--- config.mk ---
export PLATFORM = sky130hd
export DESIGN_NAME = zvs_gate_seq
export DESIGN_NICKNAME = d
export VERILOG_FILES = /design/src/rtl/zvs_seq_pkg.sv /design/src/rtl/zvs_cmd_sampler.sv /design/src/rtl/zvs_link_fsm.sv /design/src/rtl/zvs_leg_deadtime.sv /design/src/rtl/zvs_gate_seq.sv
export SDC_FILE = /design/constraint.sdc
export NUM_CORES = 1
export LEC_CHECK = 0
export ABC_CLOCK_PERIOD_IN_PS = 5270
export BUFFER_PORTS_ARGS = -buffer_cell sky130_fd_sc_hd__buf_2
export CAP_MARGIN = 15
export CORE_MARGIN = 1
export CORE_UTILIZATION = 60
export DETAILED_ROUTE_END_ITERATION = 12
export HOLD_SLACK_MARGIN = 0.03
export PLACE_DENSITY = 0.87
export SKIP_LAST_GASP = 1
export SLEW_MARGIN = 20
export SYNTH_ARGS = -nofsm -noshare
export SYNTH_HDL_FRONTEND = slang
export SYNTH_HIERARCHICAL = 1
export SYNTH_SLANG_ARGS = --single-unit
--- constraint.sdc ---
create_clock -name clk -period 5.27 [get_ports clk]
set_input_delay 0.2635 -clock clk [delete_from_list [all_inputs] [get_ports clk]]
set_output_delay 0.2635 -clock clk [all_outputs]
set_load 0.01 [all_outputs]
--- src/rtl/zvs_seq_pkg.sv ---
// Package: shared state encoding for the gate sequencer.
// Assumes: nothing; type definitions only.
package zvs_seq_pkg;

    typedef enum logic [2:0] {
        ST_INIT,   // first cycle after reset, command sampler filling
        ST_CAPT,   // capture the first valid leg pattern
        ST_ARM,    // enable leg drivers, load precharge time
        ST_RUN,    // link closed, waiting for a leg change
        ST_OPEN,   // link open, discharge then commutate
        ST_PRECH   // link closed, one leg shorted to charge the inductor
    } seq_state_e;

endpackage

--- src/rtl/zvs_cmd_sampler.sv ---
// Module: registers the raw leg commands and flags any change.
// Assumes: leg_cmd is already synchronous to clk; change is a one-cycle
// pulse in the cycle after a new value is first registered.
module zvs_cmd_sampler #(
    parameter int NLEG = 3
) (
    input  logic            clk,
    input  logic            rst_n,
    input  logic [NLEG-1:0] leg_cmd,
    output logic [NLEG-1:0] cmd_q,
    output logic            change
);

    logic [NLEG-1:0] cmd_d;

    // Two-stage history of the commands for edge detection.
    always_ff @(posedge clk) begin
        if (!rst_n) begin
            cmd_q <= '0;
            cmd_d <= '0;
        end else begin
            cmd_q <= leg_cmd;
            cmd_d <= cmd_q;
        end
    end

    // Per-leg change flags merged into one event.
    always_comb change = |(cmd_q ^ cmd_d);

endmodule

--- src/rtl/zvs_link_fsm.sv ---
// Module: link-switch sequencer. It opens the link on a change, commutates
// after the discharge delay, recloses with a precharge short, and latches
// changes that arrive while a sequence is running.
// Assumes: dead time is read live; the other timings are sampled at the
// start of each sequence.
module zvs_link_fsm
    import zvs_seq_pkg::*;
#(
    parameter int NLEG  = 3,
    parameter int CNT_W = 16
) (
    input  logic             clk,
    input  logic             rst_n,
    input  logic [NLEG-1:0]  cmd_q,
    input  logic             change,
    input  logic [CNT_W-1:0] cfg_discharge,
    input  logic [CNT_W-1:0] cfg_linkoff,
    input  logic [CNT_W-1:0] cfg_precharge,
    input  logic [CNT_W-1:0] cfg_deadtime,
    output logic [NLEG-1:0]  applied,
    output logic             legs_en,
    output logic             link_on,
    output logic             short_on
);

    localparam int CW = CNT_W + 2;

    seq_state_e       state;
    logic [CW-1:0]    cnt;
    logic [CW-1:0]    open_r;
    logic [CNT_W-1:0] dis_r;
    logic [CNT_W-1:0] pre_r;
    logic             pending;
    logic [CW-1:0]    need;
    logic [CW-1:0]    open_len;
    logic [CNT_W-1:0] pre_eff;

    // Open width: at least the programmed value, stretched so that the
    // dead time finishes inside the window.
    always_comb begin
        need     = CW'(cfg_discharge) + CW'(cfg_deadtime) + CW'(3);
        open_len = (CW'(cfg_linkoff) > need) ? CW'(cfg_linkoff) : need;
        pre_eff  = (cfg_precharge == '0) ? CNT_W'(1) : cfg_precharge;
    end

    // Sequencer state, window counter and sampled timings.
    always_ff @(posedge clk) begin
        if (!rst_n) begin
            state   <= ST_INIT;
            cnt     <= '0;
            open_r  <= '0;
            dis_r   <= '0;
            pre_r   <= '0;
            pending <= 1'b0;
            applied <= '0;
            legs_en <= 1'b0;
        end else begin
            case (state)
                ST_INIT: state <= ST_CAPT;
                ST_CAPT: begin
                    applied <= cmd_q;
                    state   <= ST_ARM;
                end
                ST_ARM: begin
                    if (change) pending <= 1'b1;
                    legs_en <= 1'b1;
                    pre_r   <= pre_eff;
                    cnt     <= '0;
                    state   <= ST_PRECH;
                end
                ST_RUN: begin
                    if (change || pending) begin
                        pending <= 1'b0;
                        dis_r   <= cfg_discharge;
                        open_r  <= open_len;
                        pre_r   <= pre_eff;
                        cnt     <= '0;
                        state   <= ST_OPEN;
                    end
                end
                ST_OPEN: begin
                    if (change) pending <= 1'b1;
                    if (cnt == CW'(dis_r)) applied <= cmd_q;
                    if (cnt == open_r - CW'(1)) begin
                        cnt   <= '0;
                        state <= ST_PRECH;
                    end else begin
                        cnt <= cnt + CW'(1);
                    end
                end
                ST_PRECH: begin
                    if (change) pending <= 1'b1;
                    if (cnt == CW'(pre_r) - CW'(1)) begin
                        cnt   <= '0;
                        state <= ST_RUN;
                    end else begin
                        cnt <= cnt + CW'(1);
                    end
                end
                default: state <= ST_INIT;
            endcase
        end
    end

    // Link drive and short request decoded from the state.
    always_comb begin
        link_on  = (state == ST_RUN) || (state == ST_PRECH);
        short_on = (state == ST_PRECH);
    end

endmodule

--- src/rtl/zvs_leg_deadtime.sv ---
// Module: one bridge leg. It picks the upper or lower gate from the
// wanted side and blanks both gates for the dead time on every side change.
// Assumes: while en is low the gates are off and the dead time is re-armed,
// so the first turn-on after enable also waits out the dead time.
module zvs_leg_deadtime #(
    parameter int CNT_W = 16
) (
    input  logic             clk,
    input  logic             rst_n,
    input  logic             en,
    input  logic             want,
    input  logic [CNT_W-1:0] dead,
    output logic             gate_hi,
    output logic             gate_lo
);

    logic             side_q;
    logic [CNT_W-1:0] blank;

    // Track the wanted side and count the blanking interval down.
    always_ff @(posedge clk) begin
        if (!rst_n) begin
            side_q <= 1'b0;
            blank  <= '0;
        end else if (!en || (side_q != want)) begin
            side_q <= want;
            blank  <= dead;
        end else if (blank != '0) begin
            blank <= blank - CNT_W'(1);
        end
    end

    // Drive the selected gate only once blanking has expired.
    always_comb begin
        gate_hi = en && side_q && (blank == '0);
        gate_lo = en && !side_q && (blank == '0);
    end

endmodule

--- src/rtl/zvs_gate_seq.sv ---
// Module: top of the gate sequencer. It joins the command sampler, the
// link sequencer and one dead-time unit per leg, and forces both gates of
// the shorting leg on during precharge.
// Assumes: NLEG legs, with SHORT_LEG inside 0..NLEG-1.
module zvs_gate_seq #(
    parameter int NLEG      = 3,
    parameter int CNT_W     = 16,
    parameter int SHORT_LEG = 2
) (
    input  logic             clk,
    input  logic             rst_n,
    input  logic [NLEG-1:0]  leg_cmd,
    input  logic [CNT_W-1:0] cfg_discharge,
    input  logic [CNT_W-1:0] cfg_linkoff,
    input  logic [CNT_W-1:0] cfg_precharge,
    input  logic [CNT_W-1:0] cfg_deadtime,
    output logic [NLEG-1:0]  gate_hi,
    output logic [NLEG-1:0]  gate_lo,
    output logic             link_gate
);

    logic [NLEG-1:0] cmd_q;
    logic            change;
    logic [NLEG-1:0] applied;
    logic            legs_en;
    logic            link_on;
    logic            short_on;

    zvs_cmd_sampler #(.NLEG(NLEG)) u_sampler (
        .clk     (clk),
        .rst_n   (rst_n),
        .leg_cmd (leg_cmd),
        .cmd_q   (cmd_q),
        .change  (change)
    );

    zvs_link_fsm #(.NLEG(NLEG), .CNT_W(CNT_W)) u_fsm (
        .clk           (clk),
        .rst_n         (rst_n),
        .cmd_q         (cmd_q),
        .change        (change),
        .cfg_discharge (cfg_discharge),
        .cfg_linkoff   (cfg_linkoff),
        .cfg_precharge (cfg_precharge),
        .cfg_deadtime  (cfg_deadtime),
        .applied       (applied),
        .legs_en       (legs_en),
        .link_on       (link_on),
        .short_on      (short_on)
    );

    // One dead-time unit per leg; the shorting leg gets the override.
    for (genvar g = 0; g < NLEG; g++) begin : g_leg
        logic hi_raw;
        logic lo_raw;

        zvs_leg_deadtime #(.CNT_W(CNT_W)) u_dt (
            .clk     (clk),
            .rst_n   (rst_n),
            .en      (legs_en),
            .want    (applied[g]),
            .dead    (cfg_deadtime),
            .gate_hi (hi_raw),
            .gate_lo (lo_raw)
        );

        if (g == SHORT_LEG) begin : g_short
            assign gate_hi[g] = hi_raw | short_on;
            assign gate_lo[g] = lo_raw | short_on;
        end else begin : g_plain
            assign gate_hi[g] = hi_raw;
            assign gate_lo[g] = lo_raw;
        end
    end

    assign link_gate = link_on;

endmodule

* Word-level counts from Yosys, hierarchy flattened
Index checks and enable logic that the tools add are counted.
Storage, ports and cells: bits in registers 133, input bits 69, output and inout bits 7, logic and storage cells 111
Cells by class: add/subtract/negate cells 8, order comparisons 1, equality and inequality tests 16, muxes and demuxes 23, bitwise logic cells 3, reduce and logical (&&, ||, !) cells 44
Operator list (number):
- two-way mux 16 bit | 8
- two-way mux 18 bit | 4
- one-hot mux 18 bit (4 select lines) | 1
- zero test 16 bit | 4
- nonzero test 16 bit | 3
- subtractor 16 x 1 -> 16 bit (second input constant) | 3
- equality test 18 bit | 2
- one-hot mux 16 bit (2 select lines) | 1
- adder 18 x 1 -> 18 bit (second input constant) | 1
- adder 18 x 2 -> 18 bit (second input constant) | 1
- equality test 18 x 16 -> 1 bit | 1
- > comparator 16 x 18 -> 1 bit | 1
- one-hot mux 3 bit (6 select lines) | 1
- subtractor 18 x 1 -> 18 bit (second input constant) | 1
- adder 16 x 16 -> 17 bit | 1
- subtractor 16 x 1 -> 17 bit (second input constant) | 1
- logical AND 1 bit | 12
- two-way mux 3 bit | 4
- nonzero test 2 bit | 6
- != test 2 x 1 -> 1 bit (second input constant) | 5
- AND reduction 2 bit | 4
- equality test 3 x 2 -> 1 bit (second input constant) | 2
- equality test 3 bit (second input constant) | 2
- one-hot mux 3 bit (2 select lines) | 1
- 12 further kinds | 25

* Logic depth before layout (Yosys ltp)
Gate-level depths: netlist of run 1.
word-level depth 5, gate-level depth with buffers 23, gate-level depth less buffers 22

* Cells and area by module
The synthesis of run 1 kept the hierarchy.
By module, submodules not included:
- zvs_link_fsm | instances 1, cells each 795, area an instance 6043.3 µm², sequential area each 1521.5 µm²
- zvs_leg_deadtime | instances 3, cells each 116, area an instance 975.9 µm², sequential area each 340.3 µm²
- zvs_cmd_sampler | instances 1, cells each 16, area an instance 190.2 µm², sequential area each 120.1 µm²
- zvs_gate_seq | instances 1, cells each 6, area an instance 42.5 µm², sequential area each 0.0 µm²

* Worst setup path after synthesis of run 1
Ideal clock, no wire load.
kind input to register, from input port cfg_discharge[1], to register u_fsm.open_r[13], setup time 0.133 ns, arrival 3.883 ns, data required time 5.137 ns, path slack 1.255 ns, stages on the path 23, path buffers 1, cells stage by stage inv_1 > ha_1 > inv_1 > ha_1 > inv_1 > fa_1 > nor2b_1 > o31a_1 > o31ai_1 > a2111oi_0 > nor2_1 > xor2_1 > ha_1 > a21o_1 > a21oi_1 > o21ai_0 > a21oi_1 > nand2_1 > nand3_1 > or2_1 > clkbuf_1 > a21o_1 > a21oi_1
Between the ends: longest elaborated chain between the ends 4
RTL lines:
- start: declaration | line zvs_gate_seq.sv:13 | input logic [CNT_W-1:0] cfg_discharge,
- adder 16 x 16 -> 17 bit (*) | line zvs_link_fsm.sv:41 | need = CW'(cfg_discharge) + CW'(cfg_deadtime) + CW'(3);
- adder 18 x 2 -> 18 bit (*) | line zvs_link_fsm.sv:41
- > comparator 16 x 18 -> 1 bit | line zvs_link_fsm.sv:42 | open_len = (CW'(cfg_linkoff) > need) ? CW'(cfg_linkoff) : need;
- two-way mux 18 bit (*) | line zvs_link_fsm.sv:42
- end signal: assignment | line zvs_link_fsm.sv:75 | open_r <= open_len;
- end: declaration | line zvs_link_fsm.sv:30 | logic [CW-1:0] open_r;
Mark *: on every way between the ends. The rest lies on a longest branch, timed or not. A chain may end at the register's enable or synchronous reset.

* Worst setup path after layout of run 1
from input port cfg_deadtime[1], to register u_fsm.open_r[12]
Between the ends: longest elaborated chain between the ends 4
RTL lines:
- start: declaration | line zvs_gate_seq.sv:16 | input logic [CNT_W-1:0] cfg_deadtime,
- adder 16 x 16 -> 17 bit (*) | line zvs_link_fsm.sv:41
- adder 18 x 2 -> 18 bit (*) | line zvs_link_fsm.sv:41
- > comparator 16 x 18 -> 1 bit | line zvs_link_fsm.sv:42
- two-way mux 18 bit (*) | line zvs_link_fsm.sv:42
Marked as above.

==> results of run 1 <==
## metrics by stage
stage | hold WS, ns | cell area, sq um
after floorplan | 0.385 | 9200
after global placement | 0.456 | 9550
after detailed placement | 0.462 | 9550
after CTS | 0.0392 | 10100
after global routing | 0.0468 | 10100
final | 0.0438 | 10100
## final timing paths
path,end,cells after the start
setup / recovery,u_fsm/open_r[12],23
hold / removal,u_sampler/cmd_q[1],2
setup reg to reg,u_fsm/cnt[3],10
hold reg to reg,u_fsm/dis_r[11],2
## worst max-delay path, cell delays in order
cell	delay (ns)
buf_2	0.16
inv_1	0.07
ha_1	0.26
inv_1	0.06
ha_1	0.18
inv_1	0.08
fa_1	0.41
nor2b_1	0.17
o31a_1	0.22
o31ai_1	0.12
a2111oi_0	0.57
o21bai_1	0.15
a21oi_1	0.19
xnor2_1	0.11
ha_1	0.30
nand2_1	0.05
nor2_1	0.15
o41ai_1	0.10
nand2_1	0.06
nand3_1	0.09
or2_1	0.41
and3_1	0.28
a211oi_1	0.20
## state kept, by name, indices dropped and copies added, names as in the netlist
signal,flops
u_fsm/pre_r,16
u_fsm/legs_en,1
u_fsm/pending,1
u_fsm/state,3
u_fsm/cnt,18
u_sampler/cmd_q,3
g_leg.u_dt/blank,48
g_leg.u_dt/side_q,3
u_fsm/applied,3
u_fsm/dis_r,16
u_fsm/open_r,18
u_sampler/cmd_d,3
## cell families (layout without fill, tap and decap cells)
family,count (synthesis),count (layout),synth area share (%)
buffers and inverters,98,146,4.79
flip-flops,133,133,28.9
adder cells (fa/ha/maj),54,54,7.42
XOR/XNOR,78,78,7.42
multiplexers,15,15,1.64
AO/OA/AOI/OAI,343,343,23.2
AND/OR/NAND/NOR,444,444,26.6
## synthesized netlist by cell type, types with 5 or more instances
library cell	number	area share, %
dfxtp_1	133	29
nand2_1	121	4.9
a21oi_1	99	5.4
o21ai_0	72	3.9
nor2_1	58	2.4
xnor2_1	55	5.2
ha_1	53	7.2
clkbuf_1	49	2.0
nor3_1	47	2.6
inv_1	33	1.3
nand3_1	29	1.6
o31ai_1	24	2.0
or3_1	23	1.6
xor2_1	23	2.2
a21o_1	22	1.8
a31oi_1	22	1.5
o21ai_1	22	1.2
nand4_1	18	1.2
and3_1	17	1.2
a211oi_1	16	1.3
and2_1	16	1.1
nor4_1	16	1.1
mux2i_1	14	1.5
nor2b_1	13	0.88
nor3b_1	12	0.98
nor3_2	9	0.98
nand2b_1	8	0.54
o211ai_1	8	0.65
buf_6	7	0.86
o21a_1	7	0.57
or4_1	7	0.57
a211o_1	6	0.57
a21boi_1	6	0.49
nor2_2	6	0.41
buf_4	5	0.41
## layer usage
| layer | track usage, % | vias up | routed length, um |
|---|---|---|---|
| met4 | 13.3 | 0 | 877 |
| met3 | 6.71 | 87 | 2390 |
| met5 | 0 | - | 0 |
| met1 | 41.4 | 4283 | 10600 |
| li1 | - | 4346 | - |
| met2 | 52.8 | 501 | 11700 |
## cell type report
| cell class | instances | area [sq um] | area share, % |
|---|---|---|---|
| Clock inverter | 11 | 151 | 1.49 |
| Tap cell | 184 | 230 | 2.27 |
| Sequential cell | 133 | 2660 | 26.2 |
| Clock buffer | 20 | 447 | 4.40 |
| Timing Repair Buffer | 81 | 420 | 4.14 |
| Inverter | 34 | 128 | 1.26 |
| Multi-Input combinational cell | 934 | 6110 | 60.2 |
## report_power, final
group          total [W]  leakage (nW)  switching, W  internal, W
logic           0.000858          2.63      0.000510     0.000349
clock network    0.00121         0.290      0.000456     0.000756
registers        0.00116          1.09     0.0000902      0.00107
==> key figures, run 1 <==
Timing
  – Setup TNS Final: 0 ns
  – Fin. max-slew vios: 0
  – Final worst path period need: 4.32 ns
  – Worst setup margin: 0.947 ns
  – RSZ-0062 raised after global routing: false
  – Setup violators final: 0
  – Clock Skews: 0.00813 ns
  – Tcrit/Tclk final: 82.0%
  – Worst-margin pin slew: 1.07 ns
  – Max Freq: 231 MHz
  – Max transition margin: 28.3%
  – Fin. Hold Viols: 0

Global routing
  – Number of global-route vias before repair: 8303
  – Largest net degree at the start of global routing: 86
  – First-pass GRT wire length: 41100 um
  – Gr ovfl total: 0
  – Initial antenna violation count: 0
  – Gr usage total: 32.2%

Routing
  – Via count: 9217
  – DRT iter0 DRCs: 923
  – Avg Vias per Cell: 6.60
  – WL per Instance: 18.3 um
  – Routed Antenna Nets: 0
  – Residual DRC: 0
  – TritonRoute pass-1 iters: 6
  – Aggregate routed wire length: 25600 um

Clock tree
  – CTS resizes: 0
  – H-tree levels: 4
  – Worst-skew pair later-pin latency: 0.42 ns
  – CTS tree: yes
  – Cts hold-fix bufs: 0
  – Sink Count: 133
  – Root Driver: clkbuf_16
  – CTS buffer count: 17
  – Post-CTS Setup Repair Bufs: 0
  – Bufs on Longest Clock Path: 2
  – Clk pin slew, worst setup/hold paths: 0.06 ns

Power
  – Static Leak: 4.01 nW
  – Worst vdd ir: 0.000219 V
  – Total power: 0.00323 W
  – PwrDens: 318 nW/um^2

Final layout
  – Ant diodes: 0
  – Nets: 1324
  – Layout cells sized above 1: 12.9%
  – Post-Route Utilization: 68.8%
  – Most frequent cells in the layout: dfxtp_1, nand2_1, a21oi_1, buf_2, o21ai_0
  – Commonest non-fill, non-tap cell in the layout: dfxtp_1
  – # fillers: 1203
  – Layout area overhead: 10.3%
  – Fin cells: 1397

Floorplanning
  – Die H: 126 um
  – Starting density of the core: 62.4%
  – DIE WIDTH: 126 um
  – Row count: 44
  – Area of the die: 15800 sq um
  – Core area: 14800 sq um
  – Ports: 76

Setup path
  – Worst setup path class: in2reg
  – Worst setup SP type: input pin
  – Reg2reg start: u_fsm/pre_r[0]
  – CP Max Fanout: 15
  – CP required: 5.59 ns
  – FF-to-FF setup slack: 1.48 ns
  – Critical path arrival: 4.65 ns
  – Critical path startpoint: cfg_deadtime[1]
  – Worst setup EP type: register

Logic synthesis
  – Post-Synthesis Cells: 1165
  – Post-synth cell types: 76
  – Synthesized Nets: 1288
  – Synth Register Bits: 133
  – Ys flop type: dfxtp_1
  – Synth Cell Area: 9200 sq um
  – EDFF count, synth: 0
  – YS warnings: 6
  – Register area share after synthesis: 28.9%
  – FFs w/ async S/R, synth: 0%
  – Syn avg cell area: 7.90 sq um

Placed design
  – RD Place Congestion: 0.960
  – Total placed cells including tap cells: 1366
  – Pre-CTS WS: 0.674 ns
  – Port Buffer Count: 75
  – Final HPWL DP: 18200 um

Run status
  – Outcome: finished, final reports clean

Hold path
  – Hold path startpoint: leg_cmd[1]
  – Worst min path class: in2reg

Job
  – Max_cap viols: 0
No activity file was read; power rests on OpenSTA's default activity.
==> run 2, diff against run 1 <==
Settings changed: ABC_CLOCK_PERIOD_IN_PS 5270 to 3950, CORE_UTILIZATION 60 to 55, PLACE_DENSITY 0.87 to 0.84.
Clock period 5.27 ns to 3.95 ns, I/O delays scaled along.
==> key figures, run 2 (synthesis gave the netlist of run 1 again) <==
Floorplanning
  – DIE WIDTH: 131 um
  – Core area: 16100 sq um
  – Row count: 46
  – Die H: 131 um
  – Starting density of the core: 57.1%
  – Area of the die: 17300 sq um
  – Ports: 76

Final layout
  – Nets: 1367
  – Layout area overhead: 15.1%
  – Most frequent cells in the layout: dfxtp_1, nand2_1, a21oi_1, buf_2, o21ai_0
  – Largest register FFs: 48
  – Registers with the most flip-flops: g_leg.u_dt/blank (48), u_fsm/cnt (18), u_fsm/open_r (18)
  – Ant diodes: 0
  – Largest reg by FF count: g_leg.u_dt/blank
  – Commonest non-fill, non-tap cell in the layout: dfxtp_1
  – Post-Route Utilization: 65.7%
  – Layout cells sized above 1: 15.8%
  – # fillers: 1358
  – Final instance area: 10600 sq um

Power
  – Sequential share of power: 35.3%
  – Sw frac: 34.3%
  – Comb power frac: 28.0%
  – Static Leak: 4.22 nW
  – PwrDens: 411 nW/um^2
  – NetSw: 0.00149 W
  – Clock power share: 36.8%
  – Worst vdd ir: 0.000349 V
  – Cell internal pwr: 0.00287 W

Placed design
  – RD Place Congestion: 0.930
  – Port Buffer Count: 75
  – Area post-placement: 9820 sq um
  – Final HPWL DP: 18500 um

Routing
  – Avg Vias per Cell: 6.25
  – Via count: 9199
  – DRT iter0 DRCs: 852
  – Aggregate routed wire length: 25600 um
  – WL per Instance: 17.4 um
  – Residual DRC: 0
  – TritonRoute pass-1 iters: 5
  – Routed Antenna Nets: 0

Setup path
  – Worst setup path class: in2reg
  – CP required: 4.28 ns
  – Reg2reg start: u_fsm/pre_r[1]
  – Critical path startpoint: cfg_discharge[1]
  – Worst setup SP type: input pin
  – Worst setup EP type: register
  – CP Max Fanout: 9
  – Critical path arrival: 4.05 ns

Global routing
  – Number of global-route vias before repair: 8304
  – First-pass GRT wire length: 41200 um
  – Largest net degree at the start of global routing: 78
  – Gr ovfl total: 0
  – Initial antenna violation count: 1
  – Gr usage total: 29.5%

Timing
  – Setup violators final: 0
  – Final worst path period need: 3.71 ns
  – Clock Skews: 0.0113 ns
  – Max Freq: 269 MHz
  – Setup TNS Final: 0 ns
  – Max transition margin: 31.7%
  – Tcrit/Tclk final: 94.0%
  – Worst-margin pin slew: 1.02 ns
  – Fin Hold WS: 0.0516 ns
  – Fin. Hold Viols: 0
  – Fin. max-slew vios: 0

Hold path
  – Hold path startpoint: cfg_precharge[8]
  – Worst min path class: in2reg

Clock tree
  – Worst-skew pair later-pin latency: 0.43 ns
  – Clk pin slew, worst setup/hold paths: 0.06 ns
  – Root Driver: clkbuf_16
  – Bufs on Longest Clock Path: 2
  – CTS buffer count: 17
  – Sink Count: 133
  – CTS tree: yes
  – H-tree levels: 4

Run status
  – Outcome: finished, final reports clean

Job
  – Max_cap viols: 0
[run 2: cell types whose count changed in the layout (fill, tap and decap cells not counted), moves of 3 or more]
| cell | change |
|---|---|
| buf_4 | +29 |
| clkinv_4 | -3 |
| a211oi_2 | +3 |
| dlygate4sd3_1 | +13 |
| a211oi_1 | -3 |
| inv_6 | +3 |
| inv_8 | +6 |
[run 2: repair_timing]
| item | in CTS | in global routing |
|---|---|---|
| buffers inserted | 0 | 0 |
| hold buffers | 12 | 1 |
| gates resized for setup | 0 | 10 |
| hold endpoints to repair | 12 | 1 |
| endpoints found under the setup margin | 0 | 16 |
[run 2: final cells by class]
cell class | instances | area, sq um | share of cell area, %
multi-input combinational | 934 | 6150 | 58.0
sequential | 133 | 2660 | 25.1
timing repair buffer | 124 | 788 | 7.44
tap | 216 | 270 | 2.55
clock buffer | 18 | 439 | 4.15
inverter | 34 | 128 | 1.21
clock inverter | 14 | 156 | 1.48
[run 2: final timing paths]
kind | end | slack [ns] | depth (start not counted)
worst max register to register | u_fsm/cnt[17] | 0.47 | 11
worst min register to register | u_fsm/dis_r[15] | 0.47 | 2
worst min-delay path | u_fsm/pre_r[8] | 0.05 | 3
worst max-delay path | u_fsm/open_r[5] | 0.24 | 25
[run 2: worst max-delay path: stages]
cell       delay [ns]
buf_2            0.09
inv_1            0.04
ha_1             0.28
inv_1            0.06
ha_1             0.17
inv_1            0.06
fa_2             0.35
nor2b_2          0.14
o31a_1           0.17
o31ai_2          0.08
a2111oi_2        0.35
buf_4            0.17
o21bai_1         0.07
a21oi_1          0.17
xnor2_1          0.10
ha_1             0.30
nand2_1          0.07
nor2_2           0.13
o41ai_1          0.09
nand2_1          0.06
nand3_1          0.09
or2_1            0.25
buf_4            0.17
and3_1           0.20
a211oi_2         0.18
[run 2: stage by stage]
step | power [W] | setup slack (ns) | instances
floorplan | 0.00239 | 0.000823 | 1165
global placement | 0.00269 | -0.121 | 1428
detailed placement | 0.00273 | -0.242 | 1428
CTS | 0.00434 | 0.171 | 1472
global route | 0.00458 | -0.0754 | 1473
finish | 0.00436 | 0.237 | 1473
[run 2: power groups by stage]
| stage | combinational (W) | clock [W] | sequential [W] |
|---|---|---|---|
| floorplan | 0.000867 | 0 | 0.00152 |
| global placement | 0.00113 | 0 | 0.00156 |
| detailed placement | 0.00117 | 0 | 0.00156 |
| CTS | 0.00119 | 0.00162 | 0.00153 |
| global route | 0.00135 | 0.00168 | 0.00155 |
| finish | 0.00122 | 0.00160 | 0.00154 |
[run 2: routing by layer]
layer,vias up,global-route usage (%),share of wire (%)
met1,4324,37.7,42
met3,54,5.67,7.7
met2,384,49.2,47
met5,-,0,0.039
met4,2,10.3,2.5
li1,4435,-,-
==> run 3, diff against run 2 <==
Settings changed: RECOVER_POWER set to 50.
==> key figures, run 3 (synthesis gave the netlist of run 1 again) <==
Run status
  – Outcome: finished, final reports clean

Final layout
  – Largest register FFs: 48
  – FF/Latch Area: 2660 sq um
  – Layout cells sized above 1: 14.2%
  – Area of the multi-input gates: 6060 sq um
  – Fin cells: 1473
  – Most frequent cells in the layout: dfxtp_1, nand2_1, a21oi_1, buf_2, o21ai_0
  – Largest reg by FF count: g_leg.u_dt/blank
  – Layout area overhead: 14.0%
  – Registers with the most flip-flops: g_leg.u_dt/blank (48), u_fsm/cnt (18), u_fsm/open_r (18)
  – Commonest non-fill, non-tap cell in the layout: dfxtp_1
  – Post-Route Utilization: 65.1%
  – Ant diodes: 0
  – # fillers: 1382
  – Nets: 1367

Routing
  – DRT iter0 DRCs: 817
  – Via count: 9167
  – Routed Antenna Nets: 0
  – WL per Instance: 17.4 um
  – Aggregate routed wire length: 25700 um
  – TritonRoute pass-1 iters: 5
  – Avg Vias per Cell: 6.22
  – Residual DRC: 0

Timing
  – Max Freq: 269 MHz
  – Fin. max-slew vios: 0
  – Max transition margin: 18.1%
  – Final worst path period need: 3.72 ns
  – Fin. Hold Viols: 0
  – Fin Hold WS: 0.0518 ns
  – Setup TNS Final: 0 ns
  – Clock Skews: 0.0117 ns
  – Tcrit/Tclk final: 94.3%
  – Setup violators final: 0
  – Worst-margin pin slew: 1.23 ns

Setup path
  – Worst setup path class: in2reg
  – Worst setup EP type: register
  – CP required: 4.28 ns
  – CP Max Fanout: 9
  – Worst setup SP type: input pin
  – Crit-path slowest cell: fa_2
  – Critical path arrival: 4.06 ns
  – Crit-path max cell delay: 0.35 ns

Power
  – Comb power frac: 27.7%
  – Sw frac: 34.2%
  – Sequential share of power: 35.3%
  – Cell internal pwr: 0.00285 W
  – Total power: 0.00434 W
  – Static Leak: 4.19 nW
  – Worst vdd ir: 0.000347 V
  – NetSw: 0.00148 W
  – Clock power share: 37.0%
  – PwrDens: 413 nW/um^2

Floorplanning
  – Area of the die: 17300 sq um
  – Ports: 76
  – Core area: 16100 sq um
  – Die H: 131 um
  – Starting density of the core: 57.1%
  – DIE WIDTH: 131 um
  – Row count: 46

Global routing
  – Gr usage total: 29.5%
  – Largest net degree at the start of global routing: 78
  – Number of global-route vias before repair: 8304
  – First-pass GRT wire length: 41200 um
  – Initial antenna violation count: 0
  – Gr ovfl total: 0

Clock tree
  – Bufs on Longest Clock Path: 2
  – Root Driver: clkbuf_16
  – Clk pin slew, worst setup/hold paths: 0.06 ns
  – Worst-skew pair later-pin latency: 0.43 ns
  – CTS tree: yes
  – H-tree levels: 4
  – CTS buffer count: 17
  – Sink Count: 133

Placed design
  – Final HPWL DP: 18500 um
  – Port Buffer Count: 75
  – RD Place Congestion: 0.930
  – Total placed cells including tap cells: 1428

Job
  – Max_cap viols: 0

Hold path
  – Worst min path class: in2reg
==> run 3: cell type report <==
| class | count | share of cell area, % |
|---|---|---|
| Sequential cell | 133 | 25.4 |
| Inverter | 34 | 1.22 |
| Timing Repair Buffer | 124 | 7.42 |
| Tap cell | 216 | 2.58 |
| Clock inverter | 14 | 1.49 |
| Multi-Input combinational cell | 934 | 57.7 |
| Clock buffer | 18 | 4.19 |
==> run 3: what timing repair did <==
action | in CTS | in global routing
endpoints found under the setup margin | 0 | 16
hold endpoints to repair | 12 | 1
buffers inserted | 0 | 0
hold buffers | 12 | 1
gates resized for setup | 0 | 10
==> run 3: per-layer routing <==
layer  part of all wire [%]  track usage (%)  vias to the layer above
li1                       -                -                     4431
met1                     43             37.7                     4274
met2                     47             49.2                      409
met3                    7.9             5.67                       53
met4                    2.5             10.3                        0
met5                      0                0                        -
==> run 3: worst max-delay path, delay by kind of cell <==
kind	cells	cell delay, ns
AOI/OAI and AO/OA	7	1.11
xor gates and xnor gates	1	0.10
adders and majority gates	4	1.10
buffers and inverters	6	0.59
and+or+nand+nor	7	0.95
==> run 3: per-stage QoR <==
stage | worst slack (ns) | cell area, sq um
floorplan | 0.000823 | 9200
global placement | -0.121 | 9820
detailed placement | -0.242 | 9820
CTS | 0.171 | 10500
global route | -0.0754 | 10500
finish | 0.227 | 10500
==> run 3: worst paths after layout <==
path                          from               to  slack, ns  cells after the start
setup / recovery  cfg_discharge[1]  u_fsm/open_r[5]       0.23                     25
hold / removal    cfg_discharge[5]   u_fsm/dis_r[5]       0.05                      3
setup reg to reg    u_fsm/pre_r[1]    u_fsm/cnt[17]       0.47                     11
hold reg to reg    u_fsm/dis_r[15]  u_fsm/dis_r[15]       0.47                      2
==> run 3: power groups by stage <==
stage	combinational, W	clock (W)	sequential, W
4_1_cts	0.00119	0.00162	0.00153
6_report	0.00120	0.00160	0.00153
2_1_floorplan	0.000867	0	0.00152
3_3_place_gp	0.00113	0	0.00156
3_5_place_dp	0.00117	0	0.00156
5_1_grt	0.00133	0.00168	0.00154
